==> src/rtl/apc_pkg.sv <==
package apc_pkg;
  localparam int IDX_W   = 4;
  localparam int PAL_N   = 1 << IDX_W;
  localparam int COL_W   = 6;
  localparam int ADDR_W  = 5;
  localparam int PAN_W   = 4;
  localparam int CODE_W  = 8;
  localparam int ATTR_W  = 8;
  localparam int SEL_W   = 2;
  localparam int PAN_MAX = 8;

  localparam logic [ADDR_W-1:0] A_MODE  = ADDR_W'(PAL_N);
  localparam logic [ADDR_W-1:0] A_OVER  = ADDR_W'(PAL_N + 1);
  localparam logic [ADDR_W-1:0] A_PLANE = ADDR_W'(PAL_N + 2);
  localparam logic [ADDR_W-1:0] A_PAN   = ADDR_W'(PAL_N + 3);

  typedef struct packed {
    logic blink_sel;
    logic nine_dot;
    logic mono;
    logic graphics;
  } mode_t;

  typedef struct packed {
    logic [SEL_W-1:0] mux_sel;
    logic [IDX_W-1:0] plane_en;
  } plane_t;

  function automatic logic [PAN_W-1:0] pan_map(input logic [PAN_W-1:0] v,
                                               input logic text9);
    if (int'(v) < PAN_MAX) begin
      if (text9) return PAN_W'(int'(v) + 1);
      return v;
    end
    return '0;
  endfunction

  function automatic logic [1:0] stat_pick(input logic [COL_W-1:0] c,
                                           input logic [SEL_W-1:0] sel);
    case (sel)
      2'd0:    return {c[2], c[0]};
      2'd1:    return {c[3], c[1]};
      2'd2:    return {c[5], c[4]};
      default: return 2'b00;
    endcase
  endfunction
endpackage

==> src/rtl/apc_regs.sv <==
module apc_regs
  import apc_pkg::*;
(
  input  logic                          clk,
  input  logic                          rst_n,
  input  logic                          wr_en,
  input  logic [ADDR_W-1:0]             wr_idx,
  input  logic [COL_W-1:0]              wr_data,
  output logic [PAL_N-1:0][COL_W-1:0]   pal,
  output mode_t                         mode,
  output logic [COL_W-1:0]              overscan,
  output plane_t                        plane,
  output logic [PAN_W-1:0]              pan
);
  logic stray_wr;
  assign stray_wr = wr_en && (wr_idx > A_PAN);

  for (genvar g = 0; g < PAL_N; g++) begin : g_pal
    logic hit;
    assign hit = wr_en && (wr_idx == ADDR_W'(g));
    always_ff @(posedge clk) begin
      if (!rst_n)   pal[g] <= '0;
      else if (hit) pal[g] <= wr_data;
    end
  end

  always_ff @(posedge clk) begin
    if (!rst_n) begin
      mode     <= '0;
      overscan <= '0;
      plane    <= '0;
      pan      <= '0;
    end else if (wr_en) begin
      case (wr_idx)
        A_MODE:  mode     <= mode_t'(wr_data[3:0]);
        A_OVER:  overscan <= wr_data;
        A_PLANE: plane    <= plane_t'(wr_data);
        A_PAN:   pan      <= wr_data[PAN_W-1:0];
        default: ;
      endcase
    end
  end

  // indices above the pan register leave every register untouched
  a_r13_stray_ignored: assert property (@(posedge clk) disable iff (!rst_n)
    stray_wr |=> ($stable(mode) && $stable(overscan) && $stable(plane) &&
                  $stable(pan) && $stable(pal)));

  // a write to the border index lands on the next edge
  a_r2_border_write: assert property (@(posedge clk) disable iff (!rst_n)
    (wr_en && wr_idx == A_OVER) |=> (overscan == $past(wr_data)));
endmodule

==> src/rtl/apc_index.sv <==
module apc_index
  import apc_pkg::*;
#(
  parameter logic [CODE_W-1:0] LINE_LO   = 8'hC0,
  parameter logic [CODE_W-1:0] LINE_HI   = 8'hDF,
  parameter logic [IDX_W-1:0]  MONO_KEEP = 4'b1001
) (
  input  logic              clk,
  input  logic              rst_n,
  input  mode_t             mode,
  input  logic [IDX_W-1:0]  plane_en,
  input  logic [IDX_W-1:0]  pix_planes,
  input  logic [CODE_W-1:0] char_code,
  input  logic [ATTR_W-1:0] char_attr,
  input  logic              font_dot,
  input  logic              font_dot8,
  input  logic              col9,
  input  logic              blink_phase,
  output logic [IDX_W-1:0]  idx
);
  logic             in_line;
  logic             ninth_col;
  logic             dot_eff;
  logic             blink_off;
  logic [IDX_W-1:0] fg, bg, txt_idx, raw_idx, mono_mask;

  always_comb begin
    in_line   = (char_code >= LINE_LO) && (char_code <= LINE_HI);
    ninth_col = col9 && mode.nine_dot;
    dot_eff   = ninth_col ? (in_line && font_dot8) : font_dot;
    bg        = mode.blink_sel ? {1'b0, char_attr[6:4]} : char_attr[7:4];
    blink_off = mode.blink_sel && char_attr[7] && !blink_phase;
    fg        = blink_off ? bg : char_attr[3:0];
    txt_idx   = dot_eff ? fg : bg;
    raw_idx   = mode.graphics ? pix_planes : txt_idx;
    mono_mask = mode.mono ? MONO_KEEP : '1;
    idx       = raw_idx & mono_mask & plane_en;
  end

  // disabled planes never reach the table
  a_r4_plane_mask: assert property (@(posedge clk) disable iff (!rst_n)
    ((idx & ~plane_en) == '0));

  // mono keeps only index bits 0 and 3
  a_r9_mono_bits: assert property (@(posedge clk) disable iff (!rst_n)
    mode.mono |-> (idx[2:1] == 2'b00));

  // ninth column of a non-line code shows background
  a_r8_ninth_bg: assert property (@(posedge clk) disable iff (!rst_n)
    (!mode.graphics && ninth_col && !in_line) |->
      (idx == (bg & mono_mask & plane_en)));

  // hidden blink phase shows background for every dot
  a_r7_blink_hide: assert property (@(posedge clk) disable iff (!rst_n)
    (!mode.graphics && blink_off) |-> (idx == (bg & mono_mask & plane_en)));
endmodule

==> src/rtl/apc_pan.sv <==
module apc_pan
  import apc_pkg::*;
(
  input  logic             clk,
  input  logic             rst_n,
  input  logic [PAN_W-1:0] pan_val,
  input  logic             text9,
  output logic [PAN_W-1:0] shift
);
  assign shift = pan_map(pan_val, text9);

  // shift never exceeds a full cell
  a_r12_pan_bound: assert property (@(posedge clk) disable iff (!rst_n)
    int'(shift) <= PAN_MAX);

  // outside 9-dot text the shift stays below a byte
  a_r12_pan_plain: assert property (@(posedge clk) disable iff (!rst_n)
    !text9 |-> (int'(shift) < PAN_MAX));
endmodule

==> src/rtl/attr_pixel_stage.sv <==
module attr_pixel_stage
  import apc_pkg::*;
(
  input  logic              clk,
  input  logic              rst_n,
  input  logic              wr_en,
  input  logic [4:0]        wr_idx,
  input  logic [5:0]        wr_data,
  input  logic              active,
  input  logic              blank_in,
  input  logic [3:0]        pix_planes,
  input  logic [7:0]        char_code,
  input  logic [7:0]        char_attr,
  input  logic              font_dot,
  input  logic              font_dot8,
  input  logic              col9,
  input  logic              blink_phase,
  output logic [5:0]        color_out,
  output logic              blank_out,
  output logic [1:0]        stat_bits,
  output logic [3:0]        pan_shift
);
  logic [PAL_N-1:0][COL_W-1:0] pal;
  mode_t                       mode;
  logic [COL_W-1:0]            overscan;
  plane_t                      plane;
  logic [PAN_W-1:0]            pan;
  logic [IDX_W-1:0]            idx;
  logic [COL_W-1:0]            pix_col;
  logic [COL_W-1:0]            color_q;
  logic                        blank_q;
  logic                        text9;
  logic                        seen;

  apc_regs u_regs (
    .clk(clk), .rst_n(rst_n), .wr_en(wr_en), .wr_idx(wr_idx),
    .wr_data(wr_data), .pal(pal), .mode(mode), .overscan(overscan),
    .plane(plane), .pan(pan)
  );

  apc_index u_index (
    .clk(clk), .rst_n(rst_n), .mode(mode), .plane_en(plane.plane_en),
    .pix_planes(pix_planes), .char_code(char_code), .char_attr(char_attr),
    .font_dot(font_dot), .font_dot8(font_dot8), .col9(col9),
    .blink_phase(blink_phase), .idx(idx)
  );

  assign text9 = !mode.graphics && mode.nine_dot;

  apc_pan u_pan (
    .clk(clk), .rst_n(rst_n), .pan_val(pan), .text9(text9), .shift(pan_shift)
  );

  assign pix_col = active ? pal[idx] : overscan;

  always_ff @(posedge clk) begin
    if (!rst_n) begin
      color_q <= '0;
      blank_q <= 1'b1;
      seen    <= 1'b0;
    end else begin
      color_q <= pix_col;
      blank_q <= blank_in;
      seen    <= 1'b1;
    end
  end

  assign color_out = color_q;
  assign blank_out = blank_q;
  assign stat_bits = stat_pick(color_q, plane.mux_sel);

  // blanking travels with one clock of delay
  a_r3_blank_delay: assert property (@(posedge clk) disable iff (!rst_n)
    seen |-> (blank_out == $past(blank_in)));

  // inactive pixels show the border colour
  a_r10_border: assert property (@(posedge clk) disable iff (!rst_n)
    (seen && !$past(active)) |-> (color_out == $past(overscan)));

  // the unused select value exposes nothing
  a_r11_stat_idle: assert property (@(posedge clk) disable iff (!rst_n)
    (plane.mux_sel == 2'd3) |-> (stat_bits == 2'b00));
endmodule

==> config.mk <==
export PLATFORM = sky130hd
export DESIGN_NAME = attr_pixel_stage
export DESIGN_NICKNAME = d
export VERILOG_FILES = /design/src/rtl/apc_pkg.sv /design/src/rtl/apc_regs.sv /design/src/rtl/apc_index.sv /design/src/rtl/apc_pan.sv /design/src/rtl/attr_pixel_stage.sv
export SDC_FILE = /design/constraint.sdc
export NUM_CORES = 1
export LEC_CHECK = 0
export ABC_CLOCK_PERIOD_IN_PS = 4500
export BUFFER_PORTS_ARGS = -buffer_cell sky130_fd_sc_hd__buf_4
export CAP_MARGIN = 10
export CORE_UTILIZATION = 64
export DETAILED_ROUTE_END_ITERATION = 12
export MAX_ROUTING_LAYER = met4
export PLACE_DENSITY = 0.88
export SLEW_MARGIN = 40
export SYNTH_ARGS = -nofsm -noshare
export SYNTH_HDL_FRONTEND = slang
export SYNTH_HIERARCHICAL = 1
export SYNTH_SLANG_ARGS = --single-unit
==> constraint.sdc <==
create_clock -name clk -period 4.5 [get_ports clk]
set_input_delay 0 -clock clk [delete_from_list [all_inputs] [get_ports clk]]
set_output_delay 0 -clock clk [all_outputs]
set_load 0.02 [all_outputs]
==> impl_metrics.csv <==
group,metric,value,unit
run_status,status,"completed",
clock_network,path_clk_slew,0.06,ns
clock_network,cts_buffers,17,
setup_path,required,4.95,ns
global_route,grt_overflow,0,
setup_path,crit_type,"flop to flop",
sta,drv_slew,0,
clock_network,cts_tree,"built",
global_route,grt_max_degree,77,
synth,synth-edff-count,0,
global_route,grt_pass1_vias,4633,
route,vias_per_cell,6.17,
sta,finalSetupViolCount,0,
synth,yosys_warnings,6,
power,combinationalPowerShare,4.5,%
setup_path,reg2reg_depth,9,
setup_path,cp_max_fo,48,
clock_network,postCtsHoldBufs,5,
synth,yosys.area.top_type,"dfxtp_1",
power,leakagePower,2.87,nW
setup_path,cp-endpoint,"color_out[0]",
route,wl_per_cell,19.8,um
route,drc,0,
floorplanning,dieWidth,96.0,um
clock_network,cts_buffer_depth,2,
setup_path,reg2reg_setup_slack,1.72,ns
setup_path,critPathLaunchType,"flop",
placed_design,placedCellCount,700,
power,switching_power,0.560,mW
sta,period_needed,2.78,ns
cells_and_area,multi_input_area,2980,sq um
placed_design,io_buffers,47,
clock_network,insertion_delay,0.52,ns
synth,ys_types,37,
sta,period_share,61.8,%
cells_and_area,drive_gt1_share,14.9,%
power,p_int,2.13,mW
synth,syn_area_per_cell,9.61,sq um
sta,fmax,359,MHz
clock_network,cts_max_level,4,
cells_and_area,nNetsFinal,660,
setup_path,arrival,3.23,ns
global_route,antenna_found_initial,0,
setup_path,r2r-start,"u_regs/mode[2]",
cells_and_area,n_fill_cell,508,
sta,rsz0062_at_grt,"false",
global_route,grt_use_total,34.7,%
floorplanning,core,8380,sq um
power,p_per_area,405,nW/um^2
route,vias,4549,
synth,netlist_instances,588,
power,clkPwrFrac,54.5,%
cells_and_area,antenna_cells,0,
floorplanning,dieArea,9210,sq um
clock_network,cts_resized,0,
synth,syn_area,5650,sq um
setup_path,cp-startpoint,"u_regs/mode[2]",
setup_path,endpoint_kind,"flop",
synth,ys_seq_area_share,43.6,%
placed_design,dp_hpwl,8.73,mm
worst_hold_path,holdCritPathClass,"input port to flop",
synth,synth_ff_type,"dfxtp_1",
synth,synth_top_area_share,43.6,%
cells_and_area,regArea,2460,sq um
route,dr.pass1.iters,5,
global_route,grt_first_pass_wirelength,22.6,mm
route,drtIter0Drc,307,
flow_run,max_cap_viol_count,0,
synth,synth_fp_nets,629,
floorplanning,initial_utilization,67.4,%
cells_and_area,area_growth,17.4,%
route,totalWireLength,14.6,mm
floorplanning,io_pins,53,
clock_network,root_buffer,"clkbuf_8",
power,seqPwrFrac,41.0,%
placed_design,place.gp.congestion,0.817,
floorplanning,rows,33,
synth,synth_area_leaders,"dfxtp_1, mux2i_1, nand2_1, clkbuf_1, a22oi_1",
sta,tns,0,ns
route,ant_nets,0,
setup_path,reg2reg_to,"color_out[0]",
power,switching_share,20.8,%
sta,worstMarginPinSlew,0.873,ns
synth,ys_async_sr_fraction,0,%
sta,slew_headroom,41.8,%
power,irDropWorstVdd,0.000255,V
sta,finalHoldViolations,0,
sta,finClkSkew,0.00676,ns
clock_network,cts_setup_buffers,0,
synth,ys_ff_latch,123,
clock_network,numClockSinks,123,
floorplanning,fp.dieH,96.0,um
cells_and_area,finalNonFillerCells,737,
cells in the final DEF (no fill, tap or decap), types with 2 or more instances in the layout:
cell type	synthesis	final
bufinv_16	0	5
clkinv_2	0	2
nor2b_1	12	10
a22oi_1	12	12
dfxtp_1	123	123
clkbuf_1	27	2
nor2b_2	0	2
nand3_1	12	12
nor2_2	1	2
nand2_1	161	159
clkbuf_8	0	3
clkbuf_16	0	16
and4bb_1	2	2
dlygate4sd3_1	0	5
o21ai_0	6	6
a21oi_1	11	10
inv_1	2	2
nand2_2	1	3
clkinvlp_4	0	3
buf_4	2	49
mux2i_1	171	171
nor2_1	5	4
and3_1	2	2
nand4_1	7	7
nand3b_1	3	3
nor3b_4	2	2
synthesized netlist by cell type, types with 2 or more instances:
library cell / number
nand4_1: 7
nand3_1: 12
o21ai_0: 6
nor2b_1: 12
inv_1: 2
buf_6: 3
a21oi_1: 11
nand3b_1: 3
buf_1: 2
nor3b_4: 2
clkbuf_1: 27
nand2_1: 161
and3_1: 2
buf_12: 2
buf_2: 5
and4bb_1: 2
mux2i_1: 171
nor2_1: 5
dfxtp_1: 123
a22oi_1: 12
buf_4: 2
kinds of logic after synthesis:
group,share of synthesized area [%]
AO/OA/AOI/OAI,3.88
XOR/XNOR,0.155
adder cells (fa/ha/maj),0.221
buffers and inverters,4.16
flip-flops,43.6
multiplexers,30.3
AND/OR/NAND/NOR,17.7
power groups by stage:
stage / combinational (mW) / sequential (mW) / clock (mW)
after global placement: 0.109 / 1.13 / 0
after floorplan: 0.0655 / 1.13 / 0
final: 0.121 / 1.10 / 1.46
after CTS: 0.118 / 1.10 / 1.47
after detailed placement: 0.112 / 1.13 / 0
after global routing: 0.127 / 1.10 / 1.52
routing by layer:
metal  share of wire, %  vias to the layer above  GRT usage (%)
met5                  0                        -              -
met4                5.1                        0           22.8
met3                6.6                       63           8.45
met2                 49                      211           58.2
met1                 40                     2194           36.3
li1                   -                     2081              -
per-stage QoR:
stage               area, sq um  hold slack [ns]  total power, mW  util [%]  worst slack [ns]
floorplan                  5650           0.0730             1.19         -              2.64
global placement           5930            0.187             1.23      70.8              1.90
detailed placement         5940            0.194             1.24      70.8              1.88
CTS                        6630          0.00240             2.69      79.1              1.75
global route               6640           0.0261             2.75      79.2              1.65
finish                     6640           0.0203             2.69      79.2              1.72
layout make-up:
cell class	instances	share of cell area [%]
well taps	105	1.98
flip-flops and latches	123	37.1
multi-input cells	421	44.9
clock buffers	21	6.77
repair buffers	54	6.30
clock inverters	11	2.88
inverters	2	0.113
registers in the layout, summed over array words and instances (netlist names):
name / flops
blank_out: 1
color_out: 6
u_regs/mode: 4
u_regs/overscan: 6
u_regs/pal: 96
u_regs/pan: 4
u_regs/plane: 6
worst max-delay path, stage by stage, from the launching register on:
cell,delay [ns]
dfxtp_1,0.37
nand2_1,0.11
o211a_4,0.27
mux2i_1,0.16
a21oi_4,0.15
buf_4,0.69
mux2i_1,0.23
a22oi_1,0.42
nand3_1,0.17
nand3_1,0.12
worst min-delay path by stage:
| stage | start | endpoint | cells past startpoint |
|---|---|---|---|
| after global placement | blank_in | blank_out | 2 |
| after global routing | wr_en | u_regs/pal[89] | 4 |
| after CTS | wr_en | u_regs/pal[89] | 4 |
| final | wr_en | u_regs/pal[89] | 4 |
| after floorplan | rst_n | blank_out | 1 |
| after detailed placement | blank_in | blank_out | 2 |
(Power assumes the default switching activity.)
